<file path="src/rtl/bmtx_pkg.sv">
package bmtx_pkg;
  localparam int SLOTS      = 32;
  localparam int CELLS      = 2 * SLOTS;
  localparam int CELL_W     = $clog2(CELLS);
  localparam int PRE_CELLS  = 8;
  localparam int AUD_BITS   = 24;
  localparam int FIELD_LO   = 4;
  localparam int PAYLOAD_W  = SLOTS - FIELD_LO;

  typedef enum logic [1:0] {
    PRE_X = 2'd0,
    PRE_Y = 2'd1,
    PRE_Z = 2'd2
  } pre_kind_e;

  typedef struct packed {
    logic [AUD_BITS-1:0] aud_a;
    logic [AUD_BITS-1:0] aud_b;
    logic                vld_a;
    logic                vld_b;
    logic                usr_a;
    logic                usr_b;
  } frame_t;

  localparam frame_t IDLE_FRAME = '{aud_a: '0, aud_b: '0,
                                    vld_a: 1'b1, vld_b: 1'b1,
                                    usr_a: 1'b0, usr_b: 1'b0};

  function automatic logic [PRE_CELLS-1:0] pre_pattern(input pre_kind_e k);
    case (k)
      PRE_Y:   return 8'b1110_0100;
      PRE_Z:   return 8'b1110_1000;
      default: return 8'b1110_0010;
    endcase
  endfunction
endpackage

</file>
<file path="src/rtl/bmtx_sample_buf.sv">
module bmtx_sample_buf
  import bmtx_pkg::*;
#(
  parameter int AUDIO_W = 24
) (
  input  logic               clk,
  input  logic               rst,
  input  logic               s_valid,
  output logic               s_ready,
  input  logic [AUDIO_W-1:0] s_left,
  input  logic [AUDIO_W-1:0] s_right,
  input  logic               s_vld_l,
  input  logic               s_vld_r,
  input  logic               s_usr_l,
  input  logic               s_usr_r,
  input  logic               take,
  output frame_t             take_data
);
  localparam int PAD = AUD_BITS - AUDIO_W;

  function automatic logic [AUD_BITS-1:0] align(input logic [AUDIO_W-1:0] x);
    return AUD_BITS'(x) << PAD;
  endfunction

  logic   full;
  frame_t held;
  frame_t incoming;
  logic   accept;

  always_comb begin
    incoming.aud_a = align(s_left);
    incoming.aud_b = align(s_right);
    incoming.vld_a = s_vld_l;
    incoming.vld_b = s_vld_r;
    incoming.usr_a = s_usr_l;
    incoming.usr_b = s_usr_r;
  end

  assign s_ready = ~full;
  assign accept  = s_valid & ~full;

  // a frame start either drains the held sample or takes the one arriving now
  always_comb begin
    if (full)         take_data = held;
    else if (s_valid) take_data = incoming;
    else              take_data = IDLE_FRAME;
  end

  always_ff @(posedge clk) begin
    if (rst) begin
      full <= 1'b0;
      held <= IDLE_FRAME;
    end else if (take) begin
      full <= 1'b0;
    end else if (accept) begin
      full <= 1'b1;
      held <= incoming;
    end
  end
endmodule

</file>
<file path="src/rtl/bmtx_frame_seq.sv">
module bmtx_frame_seq
  import bmtx_pkg::*;
#(
  parameter int FRAMES = 192,
  parameter int FW     = $clog2(FRAMES)
) (
  input  logic              clk,
  input  logic              rst,
  input  logic              cell_en,
  output logic [CELL_W-1:0] cell_idx,
  output logic              sub_sel,
  output logic [FW-1:0]     frame_idx,
  output pre_kind_e         pre_kind,
  output logic              take
);
  localparam logic [CELL_W-1:0] LAST_CELL  = CELL_W'(CELLS - 1);
  localparam logic [FW-1:0]     LAST_FRAME = FW'(FRAMES - 1);

  assign take = cell_en && (cell_idx == '0) && !sub_sel;

  always_comb begin
    if (sub_sel)              pre_kind = PRE_Y;
    else if (frame_idx == '0) pre_kind = PRE_Z;
    else                      pre_kind = PRE_X;
  end

  always_ff @(posedge clk) begin
    if (rst) begin
      cell_idx  <= '0;
      sub_sel   <= 1'b0;
      frame_idx <= '0;
    end else if (cell_en) begin
      if (cell_idx == LAST_CELL) begin
        cell_idx <= '0;
        sub_sel  <= ~sub_sel;
        if (sub_sel)
          frame_idx <= (frame_idx == LAST_FRAME) ? '0 : frame_idx + 1'b1;
      end else begin
        cell_idx <= cell_idx + 1'b1;
      end
    end
  end
endmodule

</file>
<file path="src/rtl/bmtx_subframe_fmt.sv">
module bmtx_subframe_fmt
  import bmtx_pkg::*;
(
  input  logic                 clk,
  input  logic                 rst,
  input  logic                 take,
  input  frame_t               take_data,
  input  logic                 sub_sel,
  input  logic                 cs_bit,
  output logic [PAYLOAD_W-1:0] payload
);
  frame_t              active;
  logic [AUD_BITS-1:0] aud;
  logic                vld;
  logic                usr;
  logic [PAYLOAD_W-2:0] body;

  always_ff @(posedge clk) begin
    if (rst)       active <= IDLE_FRAME;
    else if (take) active <= take_data;
  end

  always_comb begin
    aud  = sub_sel ? active.aud_b : active.aud_a;
    vld  = sub_sel ? active.vld_b : active.vld_a;
    usr  = sub_sel ? active.usr_b : active.usr_a;
    body = {cs_bit, usr, vld, aud};
    payload = {^body, body};
  end
endmodule

</file>
<file path="src/rtl/bmtx_line_enc.sv">
module bmtx_line_enc
  import bmtx_pkg::*;
(
  input  logic                 clk,
  input  logic                 rst,
  input  logic                 cell_en,
  input  logic [CELL_W-1:0]    cell_idx,
  input  pre_kind_e            pre_kind,
  input  logic [PAYLOAD_W-1:0] payload,
  output logic                 line_out
);
  logic                    lvl;
  logic                    inv;
  logic                    in_pre;
  logic [PRE_CELLS-1:0]    pat;
  logic                    pat_bit;
  logic                    pol;
  logic [CELL_W-2:0]       slot;
  logic [CELL_W-2:0]       fld;
  logic                    dbit;

  always_comb begin
    in_pre  = cell_idx < CELL_W'(PRE_CELLS);
    pat     = pre_pattern(pre_kind);
    pat_bit = pat[3'd7 - cell_idx[2:0]];
    pol     = (cell_idx == '0) ? lvl : inv;
    slot    = cell_idx[CELL_W-1:1];
    fld     = slot - (CELL_W-1)'(FIELD_LO);
    dbit    = payload[fld];
  end

  always_ff @(posedge clk) begin
    if (rst) begin
      lvl <= 1'b0;
      inv <= 1'b0;
    end else if (cell_en) begin
      if (in_pre) begin
        lvl <= pat_bit ^ pol;
        if (cell_idx == '0) inv <= lvl;
      end else if (!cell_idx[0]) begin
        lvl <= ~lvl;
      end else begin
        lvl <= lvl ^ dbit;
      end
    end
  end

  assign line_out = lvl;
endmodule

</file>
<file path="src/rtl/pcm_biphase_tx.sv">
module pcm_biphase_tx
  import bmtx_pkg::*;
#(
  parameter int AUDIO_W = 24,
  parameter int FRAMES  = 192
) (
  input  logic               clk,
  input  logic               rst,
  input  logic               cell_en,
  input  logic               s_valid,
  output logic               s_ready,
  input  logic [AUDIO_W-1:0] s_left,
  input  logic [AUDIO_W-1:0] s_right,
  input  logic               s_vld_l,
  input  logic               s_vld_r,
  input  logic               s_usr_l,
  input  logic               s_usr_r,
  input  logic [FRAMES-1:0]  cs_bits,
  output logic               line_out
);
  localparam int FW = $clog2(FRAMES);

  logic [CELL_W-1:0]    cell_idx;
  logic                 sub_sel;
  logic [FW-1:0]        frame_idx;
  pre_kind_e            pre_kind;
  logic                 take;
  frame_t               take_data;
  logic [PAYLOAD_W-1:0] payload;
  logic                 cs_bit;

  assign cs_bit = cs_bits[frame_idx];

  bmtx_sample_buf #(.AUDIO_W(AUDIO_W)) u_buf (
    .clk(clk), .rst(rst), .s_valid(s_valid), .s_ready(s_ready),
    .s_left(s_left), .s_right(s_right), .s_vld_l(s_vld_l), .s_vld_r(s_vld_r),
    .s_usr_l(s_usr_l), .s_usr_r(s_usr_r), .take(take), .take_data(take_data)
  );

  bmtx_frame_seq #(.FRAMES(FRAMES), .FW(FW)) u_seq (
    .clk(clk), .rst(rst), .cell_en(cell_en), .cell_idx(cell_idx),
    .sub_sel(sub_sel), .frame_idx(frame_idx), .pre_kind(pre_kind), .take(take)
  );

  bmtx_subframe_fmt u_fmt (
    .clk(clk), .rst(rst), .take(take), .take_data(take_data),
    .sub_sel(sub_sel), .cs_bit(cs_bit), .payload(payload)
  );

  bmtx_line_enc u_enc (
    .clk(clk), .rst(rst), .cell_en(cell_en), .cell_idx(cell_idx),
    .pre_kind(pre_kind), .payload(payload), .line_out(line_out)
  );
endmodule

</file>
<file path="config.mk">
export PLATFORM = sky130hd
export DESIGN_NAME = pcm_biphase_tx
export DESIGN_NICKNAME = d
export VERILOG_FILES = /design/src/rtl/bmtx_pkg.sv /design/src/rtl/bmtx_sample_buf.sv /design/src/rtl/bmtx_frame_seq.sv /design/src/rtl/bmtx_subframe_fmt.sv /design/src/rtl/bmtx_line_enc.sv /design/src/rtl/pcm_biphase_tx.sv
export SDC_FILE = /design/constraint.sdc
export NUM_CORES = 1
export LEC_CHECK = 0
export CORE_AREA = 5 5 156 158
export DETAILED_ROUTE_END_ITERATION = 8
export DIE_AREA = 0 0 161 163
export PLACE_DENSITY = 0.68
export SYNTH_ARGS = -nofsm -noshare
export SYNTH_HDL_FRONTEND = slang
export SYNTH_SLANG_ARGS = --single-unit
</file>
<file path="constraint.sdc">
create_clock -name clk -period 2.98 [get_ports clk]
set_input_delay 0.894 -clock clk [delete_from_list [all_inputs] [get_ports clk]]
set_output_delay 0.894 -clock clk [all_outputs]
set_load 0.01 [all_outputs]
</file>
==> Word level (Yosys, flattened, before mapping) <==
Cells that the tools add are included.
W data, S select, Z words.
{ "totals": {"memories": 0, "ramBits": 0, "latchBits": 0, "out_inout_bits": 2, "mem_bits_ro": 0, "ff_bits": 122} }
{ "classes": {"shifts": 0, "n_div": 0, "mux": 19, "mul": 0, "bitwise": 7, "eq_ne": 4, "n_reduce_logical": 11, "order_cmp": 4, "n_addsub": 4} }
{ "ops": {"columns": ["cell", "count"], "rows": [
  ["$mux W52", 2],
  ["$reduce_xor A27 Y1", 1],
  ["$mux W24", 1],
  ["$lt A8 B9 Y1 const B", 1],
  ["$add A8 B1 Y8 const B", 1],
  ["$bmux W1 S8", 1],
  ["$eq A8 B8 Y1 const B", 1],
  ["$logic_not A8 Y1", 1],
  ["$mux W1", 8],
  ["$mux W8", 1],
  ["$pmux W4 S2", 1],
  ["$add A6 B1 Y6 const B", 1],
  ["$eq A6 B6 Y1 const B", 1],
  ["$logic_not A6 Y1", 1],
  ["$lt A5 B6 Y1 const B", 1],
  ["$lt A6 B4 Y1 const B", 1],
  ["$mux W6", 1],
  ["$reduce_and A2 Y1", 3],
  ["$bmux W1 S5", 1],
  ["$sub A5 B3 Y5 const B", 1],
  ["$lt A3 B4 Y1 const B", 1],
  ["$mux W2", 2],
  ["$not A1 Y1", 4],
  ["$bmux W1 S3", 1],
  ["other kinds (9)", 11]
]} }

==> Longest topological paths before layout <==
{ "logic_depth": {"word_depth": 9, "depth_mapped": 13, "mapped_depth_nobuf": 10} }

==> By module <==
A second synthesis with hierarchy kept.
{ "hier_totals": {"hier_cells": 951, "area_unflattened_um2": 8834.7} }
{ "modules_own_cells": {"columns": ["mod", "area_per_inst_um2", "seq_area_each_um2", "n_inst", "cells_each"], "rows": [
  ["bmtx_sample_buf", 3123.0, 1061.0, 1, 401],
  ["bmtx_subframe_fmt", 2645.0, 1041.0, 1, 255],
  ["pcm_biphase_tx", 1788.0, 0.0, 1, 162],
  ["bmtx_frame_seq", 778.2, 300.3, 1, 86],
  ["bmtx_line_enc", 500.5, 40.0, 1, 47]
]} }

==> Worst setup path after synthesis <==
OpenSTA, ideal clock, no wires.
{ "synth_timing": {"path_kind": "input -> register", "startpoint": "in cs_bits[141]", "endpoint": "reg u_enc.lvl (netlist: u_enc.line_out)", "arrival_time_ns": 3.096, "path_buffers": 0, "cell_stages": 10, "path_slack_ns": -0.190, "cell_sequence": "mux4_1 > mux4_2 > nor2b_1 > a211oi_1 > a21oi_1 > a32oi_2 > xor2_1 > o21ai_1 > a2111o_1 > a31oi_1"} }
{ "synth_between": {"elab_chain_len": 8} }
{ "synth_lines": {"columns": ["element", "line", "source"], "rows": [
  ["from (decl)", "pcm_biphase_tx.sv:18", "input logic [FRAMES-1:0] cs_bits,"],
  ["$bmux W1 S8 *", "pcm_biphase_tx.sv:32", "assign cs_bit = cs_bits[frame_idx];"],
  ["$mux W1 (not written as such) *", "pcm_biphase_tx.sv:32", null],
  ["$reduce_xor A27 Y1", "bmtx_subframe_fmt.sv:28", "payload = {^body, body};"],
  ["$bmux W1 S5 *", "bmtx_line_enc.sv:29", "dbit = payload[fld];"],
  ["$mux W1 (not written as such) *", "bmtx_line_enc.sv:29", null],
  ["$xor A1 B1 Y1 *", "bmtx_line_enc.sv:43", "lvl <= lvl ^ dbit;"],
  ["$mux W1 *", "bmtx_line_enc.sv:40", "end else if (!cell_idx[0]) begin"],
  ["$mux W1 *", "bmtx_line_enc.sv:37", "if (in_pre) begin"],
  ["to (signal assigned)", "bmtx_line_enc.sv:38", "lvl <= pat_bit ^ pol;"],
  ["to (signal assigned)", "bmtx_line_enc.sv:41", "lvl <= ~lvl;"],
  ["to (signal assigned)", "bmtx_line_enc.sv:43", null],
  ["to (decl)", "bmtx_line_enc.sv:12", "logic lvl;"]
]} }
Mark *: on every way between the ends. The rest lies on a longest branch, timed or not. The select of a mux whose other input is x is not followed.
A chain may end at the register's enable or synchronous reset.

==> Final worst setup path <==
{ "layout_timing": {"startpoint": "in cs_bits[167]", "endpoint": "reg u_enc.lvl (netlist: u_enc.line_out)"} }
Same word-level chain as after synthesis.

==> impl_metrics.tcl <==
set metrics [dict create \
    status "finished, violations left" \
    violations "setup timing" \
    synth_area_per_cell_um2 9.081 \
    crit_chain "clkdlybuf4s15_1 > mux4_2 > mux4_2 > a211oi_2 > a21oi_2 > a32oi_2 > xor2_1 > o21ai_1 > a2111o_1 > a31oi_1" \
    tightest_slew_ns 0.6202 \
    grt_overflow 0 \
    fin_skew_ns 0.008999 \
    synth_fp_nets 1093 \
    num_vias 7338 \
    post_dp_cell_area_um2 10560 \
    yosys.area.top_type_share_pct 32.06 \
    synth_edf_count 0 \
    worst_path_largest_cell_delay_ns 0.49 \
    drive_gt1_share_pct 18.47 \
    postSynth.asyncResetShare_pct 0 \
    synthCells 839 \
    synth-compound-area-share_pct 11.81 \
    grt_max_degree 69 \
    worst_setup_path_start_kind "input pin" \
    worstHoldPathType "flip-flop to flip-flop" \
    finalCritPeriodShare_pct 103.2 \
    pre_cts_ws_ns -0.8586 \
    crit_top_cell "mux4_2" \
    setup_viol 1 \
    synth_top_cell_by_area "dfxtp_1" \
    postCtsHoldBufs 0 \
    synth_flop_cell "dfxtp_1" \
    power.leakage_nw 4.293 \
    grt_pass1_wl_um 40200 \
    ctsRootBufferMaster "clkbuf_16" \
    path_buf_inv 1 \
    ys_types 44 \
    slew_violations 0 \
    arrival_ns 3.41 \
    die_w_um 161 \
    max_freq_ghz 0.3252 \
    synth_fa_ha_area_share_pct 0.9854 \
    track_usage_pct 19.31 \
    relSlewSlack_pct 58.65 \
    crit_type "input pin to flip-flop" \
    grtUsageMet2_pct 30.37 \
    dieArea_um2 26240 \
    crit_family "compound AO/OA/AOI/OAI gates" \
    crit_path_end_kind "flip-flop" \
    wirelength_um 26310 \
    grt_pass1_vias 7225 \
    fin_area_um2 11080 \
    drt_first_pass_iters 5 \
    synthMuxAreaShare_pct 23.80 \
    min_period_ns 3.075 \
    finalWorstSetupSlack_ns -0.09496 \
    hold_viol 0 \
    rsz0062_at_grt "true" \
    worstSkewPairLatency_ns 0.41 \
    use_met1_pct 27.16 \
    synthXorXnorAreaFrac_pct 6.224 \
    worst-path-max-fanout 2 \
    placed_cells 1341 \
    worst_hold_slack_ns 0.4526 \
    cts_buffers 17 \
    dp_hpwl_um 19940 \
    critical_path_required_ns 3.32 \
    synth_area_leaders "dfxtp_1 32%, mux4_2 19%, nand2_1 6.1%, a211oi_1 5.3%, and3_1 4.3%" \
    clk_pin_slew_ns 0.05 \
    area_growth_pct 45.46 \
    clockBufferDepth 2 \
    grt_antenna_before_repair 1 \
    drv_cap 0 \
    pin_count 250 \
    cts_htree_levels 4 \
    yosysWarningCount 0 \
    multiInputGateArea_um2 4848 \
    seqCellArea_um2 2451 \
    die_h_um 163 \
    busiest_layer "met2" \
    post_synth_and_or_nand_nor_area_fraction_pct 20.00 \
    stdcell_count 1379 \
    gp_congestion 0.9020 \
    ir_worst_vdd_mv 0.4253 \
    nFillCells 2226 \
    drtAntennaViolNets 0 \
    tritoncts "yes" \
    cts.sinks 122 \
    drt-wirelength-per-cell_um 19.08 \
    cp_slowest_cell "mux4_2" \
    grt_use_met3_pct 3.645 \
    power_mw 5.149 \
    start_util_pct 33.15 \
    drtIter0Drc 649 \
    synth-seq-cells 122 \
    powerDensity_nw_per_um2 464.6 \
    core_area_um2 22980 \
    drc_errors 0 \
    viasPerCell 5.321 \
    synth_top_family_by_area "multiplexers" \
    portBuffers 249 \
    rows 56 \
    ys_seq_area_share_pct 32.06 \
    synthesis.area_um2 7619 \
    layout.nets 1329 \
]
-- repair_timing --
item,in CTS,in global routing
pin swaps,16,16
gates resized for setup,193,30
setup endpoints to repair,1,1
gates cloned,0,0
buffers inserted,1,4
endpoints found under the hold margin,0,0
-- path summary, 6_finish.rpt --
path,startpoint,endpoint,slack (ns),cells after the start
min,u_buf.held[20],u_buf.held[20],0.45,2
max,cs_bits[167],u_enc.line_out,-0.09,10
max reg2reg,u_seq.frame_idx[1],u_enc.line_out,-0.03,11
min reg2reg,u_buf.held[20],u_buf.held[20],0.45,2
-- Yosys cell counts, types with 2 or more instances --
| library cell | n |
|---|---|
| mux4_2 | 65 |
| xor2_1 | 28 |
| mux2_2 | 3 |
| a311o_1 | 2 |
| a21oi_1 | 61 |
| ha_1 | 6 |
| or3_1 | 2 |
| inv_1 | 9 |
| clkbuf_1 | 60 |
| nand2b_1 | 3 |
| nor2b_1 | 5 |
| o221ai_1 | 2 |
| mux2i_1 | 21 |
| o21ai_1 | 2 |
| xnor3_1 | 2 |
| xnor2_1 | 21 |
| inv_2 | 3 |
| dfxtp_1 | 122 |
| nand2_1 | 124 |
| nor2_1 | 80 |
| a221oi_1 | 2 |
| o21ai_0 | 5 |
| buf_2 | 6 |
| buf_6 | 3 |
| nand4_1 | 6 |
| buf_1 | 8 |
| a211o_1 | 4 |
| a211oi_1 | 54 |
| nor3_1 | 56 |
| nand3_1 | 6 |
| mux4_1 | 4 |
| and3_1 | 52 |
-- cell families after synthesis --
family                   Yosys count
AND/OR/NAND/NOR                  337
AO/OA/AOI/OAI                    138
flip-flops                       122
multiplexers                      93
buffers and inverters             92
XOR/XNOR                          51
adder cells (fa/ha/maj)            6
-- final cells by class --
type,count,area share [%]
well taps,290,3.274
clock inverters,6,0.7565
diodes,1,0.02258
repair buffers,296,24.95
multi-input cells,625,43.75
flip-flops and latches,122,22.12
clock buffers,26,4.686
inverters,13,0.4403
-- per-layer routing --
metal  part of all wire, %  vias to the layer above
li1                      -                     3527
met1                    45                     3534
met2                    47                      240
met3                   5.4                       37
met4                   1.9                        0
met5                     0                        -
-- flip-flops by register name, summed over array words and instances, names as in the netlist --
| name | cells |
|---|---|
| u_buf.held | 52 |
| u_fmt.active | 52 |
| u_seq.frame_idx | 8 |
| u_seq.cell_idx | 6 |
| u_buf.full | 1 |
| u_enc.inv | 1 |
| u_enc.line_out | 1 |
| u_seq.sub_sel | 1 |
-- cells in the final DEF (no fill, tap or decap), types with 5 or more instances in the layout --
cell type	synthesis	final
mux2i_1	21	19
mux4_2	65	69
clkbuf_8	0	6
nand3_1	6	5
nor2_1	80	79
dfxtp_1	122	119
a21oi_1	61	59
nand4_1	6	6
clkbuf_16	0	17
nand2_1	124	121
clkdlybuf4s15_1	0	29
ha_1	6	6
clkbuf_2	0	6
dlymetal6s2s_1	0	5
clkdlybuf4s50_1	0	137
a211oi_1	54	51
buf_12	0	8
dlygate4sd2_1	0	51
and3_1	52	51
xnor2_1	21	21
nor3_1	56	56
xor2_1	28	28
inv_1	9	9
buf_4	1	39
buf_2	6	20
-- where the power goes --
group	switching (mW)	internal, mW	total (mW)
clock	0.699	1.36	2.06
sequential	0.120	1.77	1.89
combinational	0.518	0.684	1.20
-- worst reg2reg max path, stage by stage, from the launching register on --
cell	delay [ns]
dfxtp_4	0.41
buf_4	0.16
mux4_2	0.50
mux2_4	0.31
a21oi_2	0.15
o21ai_1	0.07
a311o_1	0.33
a32oi_2	0.23
xor2_1	0.16
o21ai_1	0.11
a2111o_1	0.37
a31oi_1	0.12
-- per-stage QoR --
| stage | utilization (%) | setup TNS, ns |
|---|---|---|
| final | 48.22 | -0.09496 |
| after global routing | 48.21 | -0.1450 |
| after CTS | 48.01 | -0.1020 |
| after detailed placement | 45.93 | -0.8586 |
| after global placement | 45.93 | -0.8603 |
| after floorplan | - | -0.1487 |
Note: power is estimated with default switching activity, not from simulation.
